==> config.mk <==
export PLATFORM = sky130hd
export DESIGN_NAME = mptx_top
export DESIGN_NICKNAME = d
export VERILOG_FILES = /design/src/rtl/mptx_pkg.sv /design/src/rtl/mptx_baud.sv /design/src/rtl/mptx_regs.sv /design/src/rtl/mptx_shifter.sv /design/src/rtl/mptx_top.sv
export SDC_FILE = /design/constraint.sdc
export NUM_CORES = 1
export LEC_CHECK = 0
export CORE_UTILIZATION = 50
export DETAILED_ROUTE_END_ITERATION = 7
export PLACE_DENSITY = 0.75
export SYNTH_ARGS = -nofsm -noshare
export SYNTH_HDL_FRONTEND = slang
export SYNTH_SLANG_ARGS = --single-unit
==> constraint.sdc <==
create_clock -name clk -period 2.6 [get_ports clk]
set_input_delay 0.52 -clock clk [delete_from_list [all_inputs] [get_ports clk]]
set_output_delay 0.52 -clock clk [all_outputs]
set_load 0.05 [all_outputs]
==> src/rtl/mptx_pkg.sv <==
package mptx_pkg;
  typedef enum logic [1:0] {
    ST_OFF  = 2'd0,
    ST_PRE  = 2'd1,
    ST_IDLE = 2'd2,
    ST_SEND = 2'd3
  } tx_state_e;

  function automatic int frame_bits(input int data_w);
    return data_w + 3;
  endfunction
endpackage

==> src/rtl/mptx_baud.sv <==
module mptx_baud #(
  parameter int DIV_W = 12
) (
  input  logic             clk,
  input  logic             rst,
  input  logic             run,
  input  logic [DIV_W-1:0] div,
  output logic             tick
);
  logic [DIV_W-1:0] cnt_q;

  assign tick = run && (cnt_q >= div);

  always_ff @(posedge clk) begin
    if (rst || !run) cnt_q <= '0;
    else if (tick)   cnt_q <= '0;
    else             cnt_q <= cnt_q + 1'b1;
  end

  assert_tick_spacing_R2: assert property (@(posedge clk) disable iff (rst)
    (tick && run && $stable(div)) |=> !tick || (div == '0));
endmodule

==> src/rtl/mptx_regs.sv <==
module mptx_regs #(
  parameter int DATA_W = 8
) (
  input  logic              clk,
  input  logic              rst,
  input  logic              tx_en,
  input  logic              tie_en,
  input  logic [DATA_W-1:0] wr_data,
  input  logic              wr_mpb,
  input  logic              data_wr,
  input  logic              dma_wr,
  input  logic              flag_clr,
  input  logic              load_i,
  input  logic              done_i,
  output logic              empty_o,
  output logic              end_o,
  output logic              irq_o,
  output logic [DATA_W-1:0] hold_data_o,
  output logic              hold_mpb_o
);
  logic accept, commit, empty_d, end_d;

  assign accept = (data_wr || dma_wr) && empty_o;
  assign commit = tx_en && empty_o && (flag_clr || dma_wr);

  always_comb begin
    empty_d = empty_o;
    end_d   = end_o;
    if (!tx_en) begin
      empty_d = 1'b1;
      end_d   = 1'b1;
    end else if (load_i) begin
      empty_d = 1'b1;
    end else if (commit) begin
      empty_d = 1'b0;
      end_d   = 1'b0;
    end else if (done_i) begin
      end_d   = 1'b1;
    end
  end

  always_ff @(posedge clk) begin
    if (rst) begin
      empty_o     <= 1'b1;
      end_o       <= 1'b1;
      irq_o       <= 1'b0;
      hold_data_o <= '0;
      hold_mpb_o  <= 1'b0;
    end else begin
      empty_o <= empty_d;
      end_o   <= end_d;
      irq_o   <= tie_en && empty_d;
      if (accept) begin
        hold_data_o <= wr_data;
        hold_mpb_o  <= wr_mpb;
      end
    end
  end

  assert_busy_write_dropped_R4: assert property (@(posedge clk) disable iff (rst)
    ((data_wr || dma_wr) && !empty_o) |=> $stable(hold_data_o) && $stable(hold_mpb_o));

  assert_end_needs_empty_R8: assert property (@(posedge clk) disable iff (rst)
    end_o |-> empty_o);

  assert_irq_masked_R7: assert property (@(posedge clk) disable iff (rst)
    !$past(tie_en) |-> !irq_o);

  assert_irq_needs_empty_R7: assert property (@(posedge clk) disable iff (rst)
    irq_o |-> empty_o);
endmodule

==> src/rtl/mptx_shifter.sv <==
module mptx_shifter
  import mptx_pkg::*;
#(
  parameter int DATA_W = 8
) (
  input  logic              clk,
  input  logic              rst,
  input  logic              tx_en,
  input  logic              tick,
  input  logic              empty_i,
  input  logic [DATA_W-1:0] hold_data_i,
  input  logic              hold_mpb_i,
  input  logic              port_sel,
  input  logic              port_bit,
  output logic              load_o,
  output logic              done_o,
  output logic              txd_o
);
  localparam int SR_W     = DATA_W + 2;
  localparam int LAST_IDX = frame_bits(DATA_W) - 1;
  localparam int CNT_W    = $clog2(LAST_IDX + 1);

  tx_state_e        state_q, state_d;
  logic [CNT_W-1:0] cnt_q, cnt_d;
  logic [SR_W-1:0]  sr_q, sr_d;
  logic             ser_q, ser_d;

  always_comb begin
    state_d = state_q;
    cnt_d   = cnt_q;
    sr_d    = sr_q;
    ser_d   = ser_q;
    load_o  = 1'b0;
    done_o  = 1'b0;
    if (!tx_en) begin
      state_d = ST_OFF;
      cnt_d   = '0;
      ser_d   = 1'b1;
    end else begin
      case (state_q)
        ST_OFF: begin
          state_d = ST_PRE;
          cnt_d   = '0;
          ser_d   = 1'b1;
        end
        default: begin
          if (tick) begin
            if (state_q != ST_IDLE && cnt_q != CNT_W'(LAST_IDX)) begin
              cnt_d = cnt_q + 1'b1;
              if (state_q == ST_SEND) begin
                ser_d = sr_q[0];
                sr_d  = {1'b1, sr_q[SR_W-1:1]};
              end
            end else if (!empty_i) begin
              load_o  = 1'b1;
              state_d = ST_SEND;
              cnt_d   = '0;
              ser_d   = 1'b0;
              sr_d    = {1'b1, hold_mpb_i, hold_data_i};
            end else begin
              done_o  = (state_q == ST_SEND);
              state_d = ST_IDLE;
              ser_d   = 1'b1;
            end
          end
        end
      endcase
    end
  end

  always_ff @(posedge clk) begin
    if (rst) begin
      state_q <= ST_OFF;
      cnt_q   <= '0;
      sr_q    <= '1;
      ser_q   <= 1'b1;
      txd_o   <= 1'b1;
    end else begin
      state_q <= state_d;
      cnt_q   <= cnt_d;
      sr_q    <= sr_d;
      ser_q   <= ser_d;
      txd_o   <= port_sel ? port_bit : ser_d;
    end
  end

  assert_preamble_mark_R3: assert property (@(posedge clk) disable iff (rst)
    (state_q == ST_PRE) |-> ser_q);

  assert_load_refills_empty_R5: assert property (@(posedge clk) disable iff (rst)
    (load_o && tx_en) |=> empty_i);

  assert_abort_to_mark_R10: assert property (@(posedge clk) disable iff (rst)
    !tx_en |=> (state_q == ST_OFF) && ser_q);

  assert_port_follow_R11: assert property (@(posedge clk) disable iff (rst)
    port_sel |=> (txd_o == $past(port_bit)));
endmodule

==> src/rtl/mptx_top.sv <==
module mptx_top #(
  parameter int DIV_W  = 12,
  parameter int DATA_W = 8
) (
  input  logic              clk,
  input  logic              rst,
  input  logic              tx_en,
  input  logic              tie_en,
  input  logic [DIV_W-1:0]  baud_div,
  input  logic [DATA_W-1:0] wr_data,
  input  logic              wr_mpb,
  input  logic              data_wr,
  input  logic              dma_wr,
  input  logic              flag_clr,
  input  logic              port_sel,
  input  logic              port_bit,
  output logic              txd,
  output logic              empty_flag,
  output logic              end_flag,
  output logic              tx_irq
);
  logic              tick, load, done, hold_mpb;
  logic [DATA_W-1:0] hold_data;

  mptx_baud #(.DIV_W(DIV_W)) u_baud (
    .clk (clk),
    .rst (rst),
    .run (tx_en),
    .div (baud_div),
    .tick(tick)
  );

  mptx_regs #(.DATA_W(DATA_W)) u_regs (
    .clk        (clk),
    .rst        (rst),
    .tx_en      (tx_en),
    .tie_en     (tie_en),
    .wr_data    (wr_data),
    .wr_mpb     (wr_mpb),
    .data_wr    (data_wr),
    .dma_wr     (dma_wr),
    .flag_clr   (flag_clr),
    .load_i     (load),
    .done_i     (done),
    .empty_o    (empty_flag),
    .end_o      (end_flag),
    .irq_o      (tx_irq),
    .hold_data_o(hold_data),
    .hold_mpb_o (hold_mpb)
  );

  mptx_shifter #(.DATA_W(DATA_W)) u_shift (
    .clk        (clk),
    .rst        (rst),
    .tx_en      (tx_en),
    .tick       (tick),
    .empty_i    (empty_flag),
    .hold_data_i(hold_data),
    .hold_mpb_i (hold_mpb),
    .port_sel   (port_sel),
    .port_bit   (port_bit),
    .load_o     (load),
    .done_o     (done),
    .txd_o      (txd)
  );
endmodule

==> key figures, run 1 <==
Clock network
  – CTS Sinks: 41
  – CTS tree: built
  – Hold Buf Count CTS: 0
  – Post-CTS Setup Bufs: 0
  – CTS Root Cell: clkbuf_8
  – Post_cts resized: 0
  – Worst skew pair latency: 0.30 ns
  – Longest Clk Path Bufs: 2
  – H-tree level count: 2
  – Clk pin slew, worst setup/hold paths: 0.08 ns
  – CTS Buf Count: 5

Flow run
  – Max-cap viol count: 0

Detailed routing
  – Final ANT Viol Nets: 0
  – Via/cell ratio: 5.39
  – Avg WL per Cell: 13.2 um
  – Via Count: 1,845
  – Iter 0 DRT Violations: 100
  – Final wirelength: 4510 um
  – Drt first pass iters: 4
  – Remaining DRCs: 0

Critical path
  – Worst setup SP type: input port
  – Crit path DAT: 2.60 ns
  – Worst path required time: 2.78 ns
  – Worst setup EP type: register
  – Crit Path Class: in -> reg
  – CP Max Fanout: 11

Global route
  – First-pass GRT wire length: 7430 um
  – GR Overflow Total: 0
  – Initial antenna violation count: 0
  – Vias in the first global route: 1,680
  – Pin count of the biggest net entering global routing: 20
  – GRT Overall Usage: 22.1%

STA
  – Worst-Margin Slew: 0.499 ns
  – RSZ-0062 raised after global routing: no
  – Slew HR: 66.6%
  – Min Clock Period, post-route: 2.42 ns
  – Final period util: 93.2%
  – Fin. Hold Viols: 0
  – Fin Setup TNS: 0 ns
  – Fin. max-slew vios: 0
  – Worst Skew: 0.00766 ns
  – Fmax: 0.413 GHz
  – Final Setup Violations: 0
  – Setup ws final: 0.177 ns

Final layout
  – Filler cell count: 340
  – Area Overhead vs Synth: 26.1%
  – Ant. Diodes: 0
  – Final core occ: 66.2%
  – Post-layout nets: 337
  – Fin cells: 342
  – Layout cells sized above 1: 8.22%

Place
  – Pre-CTS WS: -0.130 ns
  – Gp weighted congestion: 0.840
  – Hpwl dp: 3250 um
  – IO Port Bufs: 33
  – Dpl cells: 335

Pwr
  – Pwr Density: 485 nW/um^2
  – Leakage Power: 1.13 nW
  – Worst VDD drop: 0.000307 V

Logic synthesis
  – Synth Net Count: 292
  – Top cells by area, synth: dfxtp_1 (39%), ha_1 (8.9%), nor2_1 (5.3%)
  – Ys Warns: 0
  – Count leader, synth: dfxtp_1
  – Post-synth EDFFs: 0
  – Synth top cells by count: dfxtp_1 (41), nor2_1 (30), nand2_1 (27)
  – Mean cell area of the mapped netlist: 8.57 sq um
  – Synth Cell Area: 2120 sq um
  – Synthesized instance count: 247
  – Distinct cells, synth: 38
  – Top-area cell type share of the netlist area: 38.8%
  – Async set or reset register ratio after synthesis: 0%
  – Post-synth top area cell: dfxtp_1
  – Most used DFF post-synth: dfxtp_1
  – Sequential cell area fraction in the yosys report: 38.8%
  – Post-synthesis register bit count: 41

Die
  – Initial core utilization: 52.5%
  – Boundary pin count: 34
  – Floorplan core area: 4030 sq um
  – Die area: 4500 sq um
  – Die X: 67.1 um
  – Row Count: 23
  – Die Y: 67.1 um

Run status
  – Status: finished clean

Min path
  – Worst Hold Class: reg -> reg
[stage by stage]
step | area [sq um] | total power, mW | hold WS (ns)
after floorplan | 2120 | 0.735 | 0.461
after global placement | 2560 | 0.804 | 0.474
after detailed placement | 2560 | 0.807 | 0.487
after CTS | 2670 | 1.31 | 0.508
after global routing | 2670 | 1.35 | 0.529
final | 2670 | 1.29 | 0.502
[kinds of logic (layout without fill, tap and decap cells)]
family	after synthesis	count (layout)	synth area share [%]
AO/OA/AOI/OAI	51	51	17.0
XOR/XNOR	10	10	4.14
adder cells (fa/ha/maj)	15	15	8.87
buffers and inverters	27	72	5.68
flip-flops	41	41	38.8
multiplexers	11	11	5.20
AND/OR/NAND/NOR	92	92	20.3
[per-layer routing]
metal / global-route usage, % / wire [um]
met1: 26.9 / 2170
met2: 35.5 / 2000
met3: 5.99 / 229
met4: 10.6 / 117
met5: 0 / 0
[power breakdown]
part / internal, mW / switching (mW)
clock network: 0.279 / 0.224
logic: 0.0748 / 0.0628
registers: 0.643 / 0.0108
[sequential cells by signal (all words and copies together), names as in the netlist]
name	flops
u_regs.hold_mpb_o	1
u_baud.cnt_q	12
u_shift.txd_o	1
u_shift.cnt_q	4
u_shift.state_q	2
u_shift.ser_q	1
u_regs.empty_o	1
u_regs.end_o	1
u_shift.sr_q	9
u_regs.irq_o	1
u_regs.hold_data_o	8
[final timing paths]
check	start	to	slack, ns	cells after the start
worst max register to register	u_baud.cnt_q[5]$_SDFF_PP0_	u_shift.sr_q[5]$_SDFFE_PP1P_	0.54	7
worst min register to register	u_regs.hold_data_o[1]$_SDFFE_PP0P_	u_regs.hold_data_o[1]$_SDFFE_PP0P_	0.50	2
worst min-delay path	u_regs.hold_data_o[1]$_SDFFE_PP0P_	u_regs.hold_data_o[1]$_SDFFE_PP0P_	0.50	2
worst max-delay path	baud_div[5]	u_shift.sr_q[5]$_SDFFE_PP1P_	0.18	9
[cells in the final DEF (no fill, tap or decap), drive strengths merged, types with 3 or more instances in the layout]
cell type,n
clkdlybuf4s50,33
buf,15
nor3b,4
xor2,9
a21oi,11
and3,3
clkbuf,5
a41oi,8
and2,3
ha,15
dfxtp,41
mux2i,11
nor2,30
nor3,4
nand4,4
o21ai,9
a211oi,11
inv,16
nand3,11
nand2,27
[cell type report]
| class | instances | area (sq um) | area share [%] |
|---|---|---|---|
| clock inverters | 2 | 35.0 | 1.31 |
| repair buffers | 48 | 443 | 16.6 |
| well taps | 50 | 62.6 | 2.34 |
| flip-flops and latches | 41 | 821 | 30.8 |
| multi-input cells | 179 | 1170 | 44.0 |
| clock buffers | 5 | 68.8 | 2.58 |
| inverters | 17 | 63.8 | 2.39 |
[critical path, stage by stage]
cell and delay, ns:
clkdlybuf4s50_1 0.45, inv_1 0.04, ha_1 0.32, a2111oi_2 0.35, o21ai_1 0.13, a21o_1 0.26, buf_4 0.22, a211oi_1 0.24
a41oi_1 0.07
No activity file was read; power rests on OpenSTA's default activity.
==> run 2: changes to the inputs <==
--- a/config.mk
+++ b/config.mk
@@ -7,7 +7,9 @@
 export LEC_CHECK = 0
 export CORE_UTILIZATION = 50
 export DETAILED_ROUTE_END_ITERATION = 7
+export HOLD_SLACK_MARGIN = 0.05
 export PLACE_DENSITY = 0.75
+export REMOVE_ABC_BUFFERS = 1
 export SYNTH_ARGS = -nofsm -noshare
 export SYNTH_HDL_FRONTEND = slang
 export SYNTH_SLANG_ARGS = --single-unit
==> run 2 against run 1 <==
Non-clock buffer count is 1 higher. Total power is 3.4% higher. Cell area is 0.89% higher. Global-route usage is 0.77 points higher. Core utilization is 0.59 points higher. Critical path depth stayed put. Die area stayed put. Critical endpoint is now u_shift.sr_q[4]$_SDFFE_PP1P_. Highest routed layer unchanged.
==> key figures, run 2 (synthesis results as in run 1) <==
Run status
  – Status: finished clean

Final layout
  – Ant. Diodes: 0
  – Commonest cells after routing, fill and taps aside: dfxtp_1 (41), clkdlybuf4s50_1 (33), nor2_1 (30)
  – Layout cells sized above 1: 8.84%
  – Max FFs per register: 12
  – Post-route cell area: 2690 sq um
  – Most common cell after layout, fill and taps aside: dfxtp_1
  – Regs by FF count: u_baud.cnt_q: 12 flops, u_shift.sr_q: 9 flops, u_regs.hold_data_o: 8 flops
  – Biggest register: u_baud.cnt_q
  – Filler cell count: 354
  – Post-layout nets: 338
  – Area Overhead vs Synth: 27.3%
  – Fin cells: 344

Global route
  – GR peak layer: met2
  – Initial antenna violation count: 0
  – Met2 Usage GRT: 36.9%
  – Vias in the first global route: 1,772
  – M1 GR Usage: 27.8%
  – First-pass GRT wire length: 7570 um
  – GRT Overall Usage: 22.9%
  – GR Overflow Total: 0
  – Pin count of the biggest net entering global routing: 22
  – Met3 Use GR: 5.99%

Pwr
  – Power share of the clock group: 40.6%
  – Total power: 1.34 mW
  – Switching Share: 23.0%
  – Reg power frac: 48.9%
  – Worst VDD drop: 0.000334 V
  – Logic gate share of total power: 10.4%
  – Pwr Density: 497 nW/um^2
  – Leakage Power: 1.14 nW
  – P_sw: 0.307 mW
  – Int Pwr: 1.03 mW

Detailed routing
  – Iter 0 DRT Violations: 129
  – Via Count: 1,883
  – Avg WL per Cell: 13.2 um
  – Drt first pass iters: 5
  – Remaining DRCs: 0
  – Final wirelength: 4550 um
  – Final ANT Viol Nets: 0
  – Via/cell ratio: 5.47

Clock network
  – CTS Buf Count: 5
  – CTS tree: built
  – H-tree level count: 2
  – Post-CTS Setup Bufs: 0
  – Hold Buf Count CTS: 0
  – Clk pin slew, worst setup/hold paths: 0.08 ns
  – Longest Clk Path Bufs: 2
  – CTS Root Cell: clkbuf_8
  – CTS Sinks: 41
  – Worst skew pair latency: 0.30 ns
  – Post_cts resized: 0

Critical path
  – CP Capture Point: u_shift.sr_q[4]$_SDFFE_PP1P_
  – Worst setup SP type: input port
  – Worst R2R Start: u_baud.cnt_q[9]$_SDFF_PP0_
  – Crit Path Class: in -> reg
  – Setup slack, reg-to-reg: 0.51 ns
  – Crit path DAT: 2.62 ns
  – Worst r2r dst: u_shift.sr_q[4]$_SDFFE_PP1P_
  – CP Max Fanout: 9
  – Worst path required time: 2.77 ns
  – Worst setup EP type: register
  – Worst Setup SP: baud_div[9]
  – Reg2Reg Depth: 7

Die
  – Boundary pin count: 34
  – Floorplan core area: 4030 sq um
  – Die X: 67.1 um
  – Row Count: 23
  – Die area: 4500 sq um
  – Die Y: 67.1 um
  – Initial core utilization: 52.5%

STA
  – Worst-Margin Slew: 0.728 ns
  – Fin. max-slew vios: 0
  – Setup ws final: 0.151 ns
  – Final Setup Violations: 0
  – Final period util: 94.2%
  – Fin. Hold Viols: 0
  – Slew HR: 51.0%
  – Fmax: 0.408 GHz
  – Min Hold Slack: 0.498 ns
  – RSZ-0062 raised after global routing: no
  – Min Clock Period, post-route: 2.45 ns
  – Worst Skew: 0.00304 ns

Place
  – Pre-CTS WS: -0.177 ns
  – Gp weighted congestion: 0.765
  – Dpl cell area: 2570 sq um
  – Hpwl dp: 3340 um
  – Dpl cells: 336
  – IO Port Bufs: 33

Flow run
  – Max-cap viol count: 0

Min path
  – Worst Hold Class: reg -> reg
-- run 2: worst min-delay path by stage --
stage	from	to	slack (ns)	cells past startpoint
2_1_floorplan	u_shift.ser_q$_SDFF_PP1_	u_shift.ser_q$_SDFF_PP1_	0.46	2
3_3_place_gp	u_regs.hold_data_o[4]$_SDFFE_PP0P_	u_regs.hold_data_o[4]$_SDFFE_PP0P_	0.48	2
3_5_place_dp	u_regs.hold_data_o[0]$_SDFFE_PP0P_	u_regs.hold_data_o[0]$_SDFFE_PP0P_	0.49	2
4_1_cts	u_regs.hold_data_o[0]$_SDFFE_PP0P_	u_regs.hold_data_o[0]$_SDFFE_PP0P_	0.51	2
5_1_grt	u_shift.ser_q$_SDFF_PP1_	u_shift.ser_q$_SDFF_PP1_	0.52	2
6_report	u_regs.hold_data_o[0]$_SDFFE_PP0P_	u_regs.hold_data_o[0]$_SDFFE_PP0P_	0.50	2
-- run 2: through the flow --
step                util (%)  setup TNS (ns)
global route            66.8               0
detailed placement      63.9           -2.07
global placement        63.9           -1.49
CTS                     66.8               0
floorplan                  -               0
finish                  66.8               0
-- run 2: power groups by stage --
stage / logic (mW) / registers (mW) / clock network, mW
after CTS: 0.140 / 0.655 / 0.558
after floorplan: 0.0508 / 0.678 / 0
after global placement: 0.136 / 0.669 / 0
final: 0.140 / 0.655 / 0.544
after global routing: 0.154 / 0.657 / 0.579
after detailed placement: 0.140 / 0.669 / 0
-- run 2: area by class of cell --
class / count / area, sq um / area share (%)
Timing Repair Buffer: 49 / 450 / 16.7
Multi-Input combinational cell: 179 / 1170 / 43.6
Clock inverter: 2 / 37.5 / 1.39
Tap cell: 50 / 62.6 / 2.32
Clock buffer: 6 / 82.6 / 3.07
Inverter: 17 / 63.8 / 2.37
Sequential cell: 41 / 821 / 30.5
-- run 2: layer usage --
layer,routed length [um],vias up
li1,-,965
met1,2150,865
met2,2110,44
met3,195,9
met4,102,0
met5,0,-
-- run 2: critical path, cell delays in order --
cell	delay, ns
clkdlybuf4s50_1	0.46
inv_1	0.04
ha_1	0.29
nand4_1	0.14
a211oi_1	0.38
a21o_1	0.36
and2_1	0.20
buf_4	0.14
a41oi_1	0.10
==> run 3: changes to the inputs <==
--- a/config.mk
+++ b/config.mk
@@ -5,11 +5,11 @@
 export SDC_FILE = /design/constraint.sdc
 export NUM_CORES = 1
 export LEC_CHECK = 0
+export CORE_MARGIN = 2
 export CORE_UTILIZATION = 50
 export DETAILED_ROUTE_END_ITERATION = 7
 export HOLD_SLACK_MARGIN = 0.05
 export PLACE_DENSITY = 0.75
-export REMOVE_ABC_BUFFERS = 1
 export SYNTH_ARGS = -nofsm -noshare
 export SYNTH_HDL_FRONTEND = slang
 export SYNTH_SLANG_ARGS = --single-unit
==> run 3 against run 2 <==
Cell area fell by 1.2%. Highest routed layer unchanged. Count of clock-buffer cells in the layout fell by 1. Global-route usage fell by 2.5 points. Fmax barely moved.
==> key figures, run 3 (synthesis results as in run 1) <==
Place
  – IO Port Bufs: 33
  – Hpwl dp: 3250 um
  – Dpl cell area: 2560 sq um
  – Gp weighted congestion: 0.849

Detailed routing
  – Via/cell ratio: 5.51
  – Avg WL per Cell: 13.1 um
  – Remaining DRCs: 0
  – Iter 0 DRT Violations: 92
  – Via Count: 1,878
  – Final wirelength: 4460 um
  – Drt first pass iters: 6
  – Final ANT Viol Nets: 0

Critical path
  – CP cell instances: clkdlybuf4s50_1 > inv_1 > ha_1 > a2111oi_2 > o21ai_1 > a21o_1 > buf_4 > a211oi_1 > a41oi_1
  – CP Max Fanout: 10
  – CP top delay family: compound AO/OA/AOI/OAI gates
  – Worst setup EP type: register
  – Critical-path top delay cell: clkdlybuf4s50_1
  – Crit path DAT: 2.61 ns
  – Buf+Inv Stages, Crit Path: 3
  – Worst path required time: 2.76 ns
  – Peak per-stage delay on the critical path: 0.45 ns
  – Worst setup SP type: input port
  – Crit Path Class: in -> reg

Die
  – Die Y: 69.1 um
  – Die X: 69.1 um
  – Row Count: 23
  – Initial core utilization: 52.5%
  – Floorplan core area: 4030 sq um
  – Boundary pin count: 34
  – Die area: 4770 sq um

Pwr
  – Worst VDD drop: 0.000327 V
  – Leakage Power: 1.13 nW
  – Pwr Density: 481 nW/um^2

Final layout
  – Layout cells sized above 1: 7.90%
  – Post-layout nets: 336
  – Most common cell after layout, fill and taps aside: dfxtp_1
  – Filler cell count: 348
  – Post-route cell area: 2660 sq um
  – Max FFs per register: 12
  – Area Overhead vs Synth: 25.8%
  – Regs by FF count: u_baud.cnt_q: 12 flops, u_shift.sr_q: 9 flops, u_regs.hold_data_o: 8 flops
  – Ant. Diodes: 0
  – Commonest cells after routing, fill and taps aside: dfxtp_1 (41), clkdlybuf4s50_1 (33), nor2_1 (30)
  – Biggest register: u_baud.cnt_q

Clock network
  – Hold Buf Count CTS: 0
  – Longest Clk Path Bufs: 2
  – Clk pin slew, worst setup/hold paths: 0.08 ns
  – Post-CTS Setup Bufs: 0
  – Post_cts resized: 0
  – CTS Root Cell: clkbuf_8
  – CTS Buf Count: 5
  – CTS Sinks: 41
  – H-tree level count: 2
  – Worst skew pair latency: 0.29 ns
  – CTS tree: built

STA
  – Fmax: 0.408 GHz
  – RSZ-0062 raised after global routing: no
  – Min Clock Period, post-route: 2.45 ns
  – Final period util: 94.3%
  – Worst-Margin Slew: 0.778 ns
  – Final Setup Violations: 0
  – Worst Skew: 0.00605 ns
  – Slew HR: 47.6%
  – Fin. max-slew vios: 0
  – Fin. Hold Viols: 0
  – Fin Setup TNS: 0 ns

Global route
  – Pin count of the biggest net entering global routing: 22
  – GRT Overall Usage: 20.4%
  – Initial antenna violation count: 0
  – Vias in the first global route: 1,862
  – GR Overflow Total: 0
  – First-pass GRT wire length: 8090 um

Min path
  – Worst Hold Class: reg -> reg

Run status
  – Status: finished clean

Flow run
  – Max-cap viol count: 0
## run 3: path summary, 6_finish.rpt
check	startpoint	to	slack, ns	cells past startpoint
min	u_regs.end_o$_SDFFE_PP1P_	u_regs.end_o$_SDFFE_PP1P_	0.49	1
max reg2reg	u_baud.cnt_q[5]$_SDFF_PP0_	u_shift.sr_q[4]$_SDFFE_PP1P_	0.54	7
max	baud_div[5]	u_shift.sr_q[4]$_SDFFE_PP1P_	0.15	9
min reg2reg	u_regs.end_o$_SDFFE_PP1P_	u_regs.end_o$_SDFFE_PP1P_	0.49	1
## run 3: worst register-to-register path, stage by stage (launching register included)
cell and delay, ns:
dfxtp_1 0.34, ha_1 0.32, a2111oi_2 0.36, o21ai_1 0.13, a21o_1 0.26, buf_4 0.21
a211oi_1 0.24, a41oi_1 0.07
## run 3: per-stage QoR
| stage | power (mW) | setup slack (ns) | util (%) | cells | hold slack [ns] |
|---|---|---|---|---|---|
| 3_3_place_gp | 0.804 | -0.0756 | 63.5 | 334 | 0.478 |
| 4_1_cts | 1.30 | 0.191 | 66.1 | 341 | 0.496 |
| 5_1_grt | 1.34 | 0.0396 | 66.1 | 341 | 0.540 |
| 2_1_floorplan | 0.735 | 0.408 | - | 247 | 0.461 |
| 3_5_place_dp | 0.808 | -0.125 | 63.5 | 334 | 0.475 |
| 6_report | 1.28 | 0.149 | 66.1 | 341 | 0.493 |
## run 3: area by class of cell
type	count	area (sq um)	area share (%)
repair buffers	47	435	16.4
inverters	17	63.8	2.40
multi-input cells	179	1170	44.1
flip-flops and latches	41	821	30.8
well taps	50	62.6	2.35
clock inverters	2	35.0	1.32
clock buffers	5	68.8	2.59
## run 3: per-layer routing
layer  share of wire (%)  GRT usage (%)  vias up
met3                 5.7           6.14       11
met5                   0              0        -
met1                  46           25.2      855
met4                 2.8           8.93        0
met2                  46           32.8       48
li1                    -              -      964
## run 3: power by group
group	leakage (nW)	internal (mW)	switching, mW
Sequential	0.334	0.643	0.0113
Combinational	0.741	0.0745	0.0629
Clock	0.0540	0.279	0.208
